<file path="config.mk">
export PLATFORM = sky130hd
export DESIGN_NAME = eacc_energy_accum
export DESIGN_NICKNAME = d
export VERILOG_FILES = /design/src/rtl/eacc_pkg.sv /design/src/rtl/eacc_offset_reg.sv /design/src/rtl/eacc_power_stage.sv /design/src/rtl/eacc_accum.sv /design/src/rtl/eacc_energy_accum.sv
export SDC_FILE = /design/constraint.sdc
export NUM_CORES = 2
export LEC_CHECK = 0
export ABC_AREA = 1
export BUFFER_PORTS_ARGS = -buffer_cell sky130_fd_sc_hd__buf_2
export CAP_MARGIN = 20
export CORE_ASPECT_RATIO = 1.75
export CORE_MARGIN = 4
export CORE_UTILIZATION = 55
export CTS_CLUSTER_DIAMETER = 40
export DETAILED_ROUTE_END_ITERATION = 8
export GPL_TIMING_DRIVEN = 0
export MAX_ROUTING_LAYER = met4
export PLACE_DENSITY = 0.72
export SLEW_MARGIN = 20
export SYNTH_ARGS = -nofsm -noshare
export SYNTH_HDL_FRONTEND = slang
export SYNTH_SLANG_ARGS = --single-unit
</file>
<file path="constraint.sdc">
create_clock -name clk -period 18.65 [get_ports clk]
set_input_delay 0.9325 -clock clk [delete_from_list [all_inputs] [get_ports clk]]
set_output_delay 0.9325 -clock clk [all_outputs]
set_load 0.05 [all_outputs]
</file>
<file path="src/rtl/eacc_pkg.sv">
// Package: shared helpers for the energy accumulator.
// Assumes every clamped quantity fits in 64 signed bits.
package eacc_pkg;

    // Clamp a signed value to the range of a w-bit two's-complement number.
    function automatic logic signed [63:0] clamp_s(input logic signed [63:0] x, input int w);
        logic signed [63:0] hi;
        logic signed [63:0] lo;
        hi = (64'sd1 <<< (w - 1)) - 64'sd1;
        lo = -(64'sd1 <<< (w - 1));
        if (x > hi)      clamp_s = hi;
        else if (x < lo) clamp_s = lo;
        else             clamp_s = x;
    endfunction

endpackage

</file>
<file path="src/rtl/eacc_offset_reg.sv">
// Module: power offset register.
// Holds the signed per-sample correction. It loads on a write strobe and clears on reset.
// Assumes writes arrive as single-cycle strobes.
module eacc_offset_reg #(
    parameter int SMP_W = 24
) (
    input  logic                    clk,
    input  logic                    rst_n,
    input  logic                    wr_en,
    input  logic signed [SMP_W-1:0] wr_data,
    output logic signed [SMP_W-1:0] ofs_q
);

    // Load a new offset or keep the current one.
    always_ff @(posedge clk) begin
        if (!rst_n)     ofs_q <= '0;
        else if (wr_en) ofs_q <= wr_data;
    end


    ofs_load_chk: assert property (@(posedge clk) disable iff (!rst_n)
        wr_en |=> (ofs_q == $past(wr_data)));

endmodule

</file>
<file path="src/rtl/eacc_power_stage.sv">
// Module: per-sample power stage.
// Multiplies one voltage/current pair and rounds the product back to sample format.
// It then adds the offset and clamps the result to full scale. One register stage.
// Assumes SMP_W <= 31 so that all intermediate values fit in 64 bits.
module eacc_power_stage #(
    parameter int SMP_W = 24
) (
    input  logic                    clk,
    input  logic                    rst_n,
    input  logic                    smp_valid,
    input  logic signed [SMP_W-1:0] v_smp,
    input  logic signed [SMP_W-1:0] i_smp,
    input  logic signed [SMP_W-1:0] ofs,
    output logic                    pw_vld,
    output logic signed [SMP_W-1:0] pw
);
    import eacc_pkg::*;

    localparam int PROD_W = 2 * SMP_W;
    localparam int FRAC   = SMP_W - 1;
    localparam logic signed [PROD_W:0] HALF = (PROD_W + 1)'(1) << (FRAC - 1);

    logic signed [PROD_W-1:0] prod;
    logic signed [PROD_W:0]   prod_rnd;
    logic signed [PROD_W:0]   sum_wide;
    logic signed [63:0]       sum_ext;
    logic signed [SMP_W-1:0]  pw_nx;

    // Form the rounded, offset-corrected and clamped power value.
    always_comb begin
        prod     = v_smp * i_smp;
        prod_rnd = ((PROD_W + 1)'(prod) + HALF) >>> FRAC;
        sum_wide = prod_rnd + (PROD_W + 1)'(ofs);
        sum_ext  = 64'(sum_wide);
        pw_nx    = SMP_W'(clamp_s(sum_ext, SMP_W));
    end

    // Register the corrected value together with its valid flag.
    always_ff @(posedge clk) begin
        if (!rst_n) begin
            pw_vld <= 1'b0;
            pw     <= '0;
        end else begin
            pw_vld <= smp_valid;
            if (smp_valid) pw <= pw_nx;
        end
    end


    pw_follows_smp_chk: assert property (@(posedge clk) disable iff (!rst_n)
        smp_valid |=> pw_vld);


    pw_idle_chk: assert property (@(posedge clk) disable iff (!rst_n)
        !smp_valid |=> (!pw_vld && $stable(pw)));

endmodule

</file>
<file path="src/rtl/eacc_accum.sv">
// Module: period accumulator.
// Sums corrected power values and counts them. When the count reaches the
// period length it publishes the total, pulses done and restarts from zero.
// Assumes a period length of 0 means 1.
module eacc_accum #(
    parameter int SMP_W = 24,
    parameter int CNT_W = 16
) (
    input  logic                          clk,
    input  logic                          rst_n,
    input  logic                          pw_vld,
    input  logic signed [SMP_W-1:0]       pw,
    input  logic [CNT_W-1:0]              period_len,
    output logic signed [SMP_W+CNT_W-1:0] energy,
    output logic                          done
);
    localparam int ACC_W = SMP_W + CNT_W;

    logic signed [ACC_W-1:0] acc_q;
    logic signed [ACC_W-1:0] acc_nx;
    logic [CNT_W-1:0]        cnt_q;
    logic                    last;

    // Next sum, and the test for the period's closing pair.
    always_comb begin
        acc_nx = acc_q + ACC_W'(pw);
        last   = ({1'b0, cnt_q} + (CNT_W + 1)'(1)) >= {1'b0, period_len};
    end

    // Accumulate, count, and publish at period end.
    always_ff @(posedge clk) begin
        if (!rst_n) begin
            acc_q  <= '0;
            cnt_q  <= '0;
            energy <= '0;
            done   <= 1'b0;
        end else begin
            done <= 1'b0;
            if (pw_vld) begin
                if (last) begin
                    energy <= acc_nx;
                    acc_q  <= '0;
                    cnt_q  <= '0;
                    done   <= 1'b1;
                end else begin
                    acc_q <= acc_nx;
                    cnt_q <= cnt_q + 1'b1;
                end
            end
        end
    end


    done_after_value_chk: assert property (@(posedge clk) disable iff (!rst_n)
        done |-> $past(pw_vld));


    energy_hold_chk: assert property (@(posedge clk) disable iff (!rst_n)
        !done |-> $stable(energy));


    acc_idle_chk: assert property (@(posedge clk) disable iff (!rst_n)
        !pw_vld |=> ($stable(acc_q) && $stable(cnt_q)));

endmodule

</file>
<file path="src/rtl/eacc_energy_accum.sv">
// Module: offset-corrected energy accumulator (top).
// Chains the offset register, the per-sample power stage and the period accumulator.
// Assumes inputs are synchronous to clk. A total shows two edges after its last pair.
module eacc_energy_accum #(
    parameter int SMP_W = 24,
    parameter int CNT_W = 16
) (
    input  logic                          clk,
    input  logic                          rst_n,
    input  logic                          smp_valid,
    input  logic signed [SMP_W-1:0]       v_smp,
    input  logic signed [SMP_W-1:0]       i_smp,
    input  logic                          ofs_wr_en,
    input  logic signed [SMP_W-1:0]       ofs_wr_data,
    input  logic [CNT_W-1:0]              period_len,
    output logic signed [SMP_W+CNT_W-1:0] energy_out,
    output logic                          period_done
);

    logic signed [SMP_W-1:0] ofs_q;
    logic                    pw_vld;
    logic signed [SMP_W-1:0] pw;

    eacc_offset_reg #(.SMP_W(SMP_W)) ofs_i (
        .clk     (clk),
        .rst_n   (rst_n),
        .wr_en   (ofs_wr_en),
        .wr_data (ofs_wr_data),
        .ofs_q   (ofs_q)
    );

    eacc_power_stage #(.SMP_W(SMP_W)) pwr_i (
        .clk       (clk),
        .rst_n     (rst_n),
        .smp_valid (smp_valid),
        .v_smp     (v_smp),
        .i_smp     (i_smp),
        .ofs       (ofs_q),
        .pw_vld    (pw_vld),
        .pw        (pw)
    );

    eacc_accum #(.SMP_W(SMP_W), .CNT_W(CNT_W)) acc_i (
        .clk        (clk),
        .rst_n      (rst_n),
        .pw_vld     (pw_vld),
        .pw         (pw),
        .period_len (period_len),
        .energy     (energy_out),
        .done       (period_done)
    );

endmodule

</file>
==> flow_summary.json <==
{
  "outcome": "finished, final reports clean",
  "nNetsFinal": 5665,
  "numCtsBuffers": 17,
  "wl_per_cell_um": 22.0,
  "finalCritPeriodShare_pct": 59.3,
  "drcViolationCount": 0,
  "gr-usage-met2_pct": 68.6,
  "row_count": 118,
  "ys_warn_count": 0,
  "timing.final.ws_setup_ns": 7.60,
  "via_count": 29900,
  "synth.area.top_cells": "fa_1 37%, nand2_1 14%, inv_1 14%, dfxtp_1 8.9%, ha_1 8.1%",
  "dieHeight_um": 332,
  "hold_viol": 0,
  "final.setup.tns_ns": 0,
  "rr_worst_depth": 18,
  "min_period_ns": 11.05,
  "synthDistinctLibCells": 42,
  "grt-ovfl-total": 0,
  "cp.arrival_ns": 11.40,
  "worstSetupPathType": "primary input to flop",
  "ctsRootBufferMaster": "clkbuf_16",
  "avgSynthCellArea_um2": 7.18,
  "layout-drive-gt1-share_pct": 4.12,
  "fin_worst_skew_ns": 0.0171,
  "port-buffer-count": 130,
  "slew_headroom_pct": 29.6,
  "setup_violations": 0,
  "drt_iter0_drc": 1918,
  "ys.flop_type": "dfxtp_1",
  "cpMostUsedCell": "nand2_1",
  "hold_slack_ns": 0.468,
  "clkLatencyLatePin_ns": 0.47,
  "post_cts_buffers": 0,
  "use_met1_pct": 34.7,
  "cp.required_ns": 19.00,
  "synth_area_mm2": 0.0330,
  "maxCapViolations": 0,
  "cp_slowest_cell": "fa_1",
  "die_w_um": 193,
  "wl_um": 122000,
  "post-place-ws_ns": 7.22,
  "cts.sinks": 146,
  "antenna_found_initial": 11,
  "start_util_pct": 55.5,
  "dp_hpwl_um": 105000,
  "die-area_mm2": 0.0641,
  "async_flop_share_pct": 0,
  "place_congestion": 1.12,
  "syn2layout_area_growth_pct": 6.71,
  "worst_pin_slew_ns": 1.06,
  "htree_levels": 4,
  "rsz0062_at_grt": "false",
  "grt_max_degree": 19,
  "synth-seq-cells": 146,
  "grtUsageMet3_pct": 5.92,
  "synthCells": 4594,
  "drt_first_pass_iters": 9,
  "postCtsHoldBufs": 0,
  "hp-class": "flop to flop",
  "grt_pass1_wl_um": 182000,
  "yosysTopAreaCell": "fa_1",
  "cts_tree": "built",
  "max_stage_delay_ns": 1.11,
  "ios": 133,
  "grt_usage_pct": 40.1,
  "grt_pass1_vias": 31600,
  "synth_most_common_cell": "nand2_1",
  "top_usage_layer": "met2",
  "yosys-top-cells-count": "1,234 x nand2_1, 1,201 x inv_1, 616 x fa_1",
  "cts.clk_slew.worst_paths_ns": 0.07,
  "core_mm2": 0.0594,
  "start_kind": "primary input",
  "slew_violations": 0,
  "yosysTopAreaCellShare_pct": 37.4,
  "cts_buffer_depth": 2,
  "hold_depth": 2,
  "fill_cells": 5934,
  "synth_edf_count": 0,
  "fmax_ghz": 0.0905,
  "vias_per_cell": 5.39,
  "ctsResizeCount": 0,
  "synth_fp_nets": 5516,
  "path_max_fanout": 10,
  "yosysSeqAreaShare_pct": 8.87,
  "worstSetupEndpointType": "flop",
  "ant_nets": 0
}
## worst paths after layout
path	end	start	slack [ns]
setup / recovery	pwr_i.pw[8]	v_smp[23]	7.60
hold / removal	acc_i.energy[6]	acc_i.energy[6]	0.47
setup reg to reg	acc_i.energy[38]	acc_i.cnt_q[0]	14.60
hold reg to reg	acc_i.energy[6]	acc_i.energy[6]	0.47
## cell type report
| type | count | area [um2] | share of cell area [%] |
|---|---|---|---|
| flip-flops and latches | 146 | 2920 | 8.31 |
| clock inverters | 13 | 115 | 0.327 |
| repair buffers | 130 | 651 | 1.85 |
| multi-input cells | 3097 | 24900 | 70.8 |
| diodes | 11 | 27.5 | 0.0782 |
| well taps | 780 | 976 | 2.77 |
| inverters | 1204 | 4520 | 12.8 |
| clock buffers | 19 | 443 | 1.26 |
| plain buffers | 147 | 621 | 1.76 |
## through the flow
step / utilization (%) / cells / area (um2)
floorplan: - / 4594 / 33000
global placement: 58.3 / 5504 / 34600
detailed placement: 58.3 / 5504 / 34600
CTS: 59.2 / 5536 / 35200
global route: 59.3 / 5547 / 35200
finish: 59.3 / 5547 / 35200
## cell families after synthesis
kind of cell	count (synthesis)	share of synthesized area, %
adder cells (fa/ha/maj)	830	45.5
AO/OA/AOI/OAI	359	5.81
AND/OR/NAND/NOR	1821	21.9
XOR/XNOR	87	2.31
buffers and inverters	1351	15.6
flip-flops	146	8.87
## registers in the layout (all words and copies together), names as in the netlist
signal,count
pwr_i.pw_vld,1
acc_i.cnt_q,16
acc_i.energy,40
pwr_i.pw,24
acc_i.done,1
ofs_i.ofs_q,24
acc_i.acc_q,40
## cell usage in the layout, fill, tap and decap left out, types with 4 or more instances in the layout
cell / n
nand4_1: 29
o21a_1: 5
buf_1: 6
clkbuf_16: 17
o21bai_1: 18
buf_2: 133
a31oi_1: 5
a21o_1: 12
diode_2: 11
inv_1: 1201
nand2_1: 1234
o21ai_0: 106
ha_1: 214
inv_6: 4
fa_1: 616
nand3b_1: 4
a21oi_1: 204
nor4_1: 4
buf_4: 7
nand3_1: 141
buf_6: 5
xnor2_1: 41
or2_2: 9
dfxtp_1: 146
nor3_1: 14
xor2_1: 46
clkbuf_1: 126
nor2_1: 369
## layer usage
layer	share of wire (%)	up-vias
li1	-	13700
met1	29	14200
met2	51	1311
met3	5.5	665
met4	15	0
met5	0	-
## critical path, delay by kind of cell
| family | cells | cell delay [ns] |
|---|---|---|
| fa+ha+maj | 9 | 5.48 |
| simple gates | 16 | 2.27 |
| buf+inv | 9 | 1.99 |
| xor+xnor | 1 | 0.37 |
| compound gates | 2 | 0.31 |
Power is left out: the tool's default activity adds up to more than one toggle a clock period on the data nets, which glitch-free logic cannot reach.
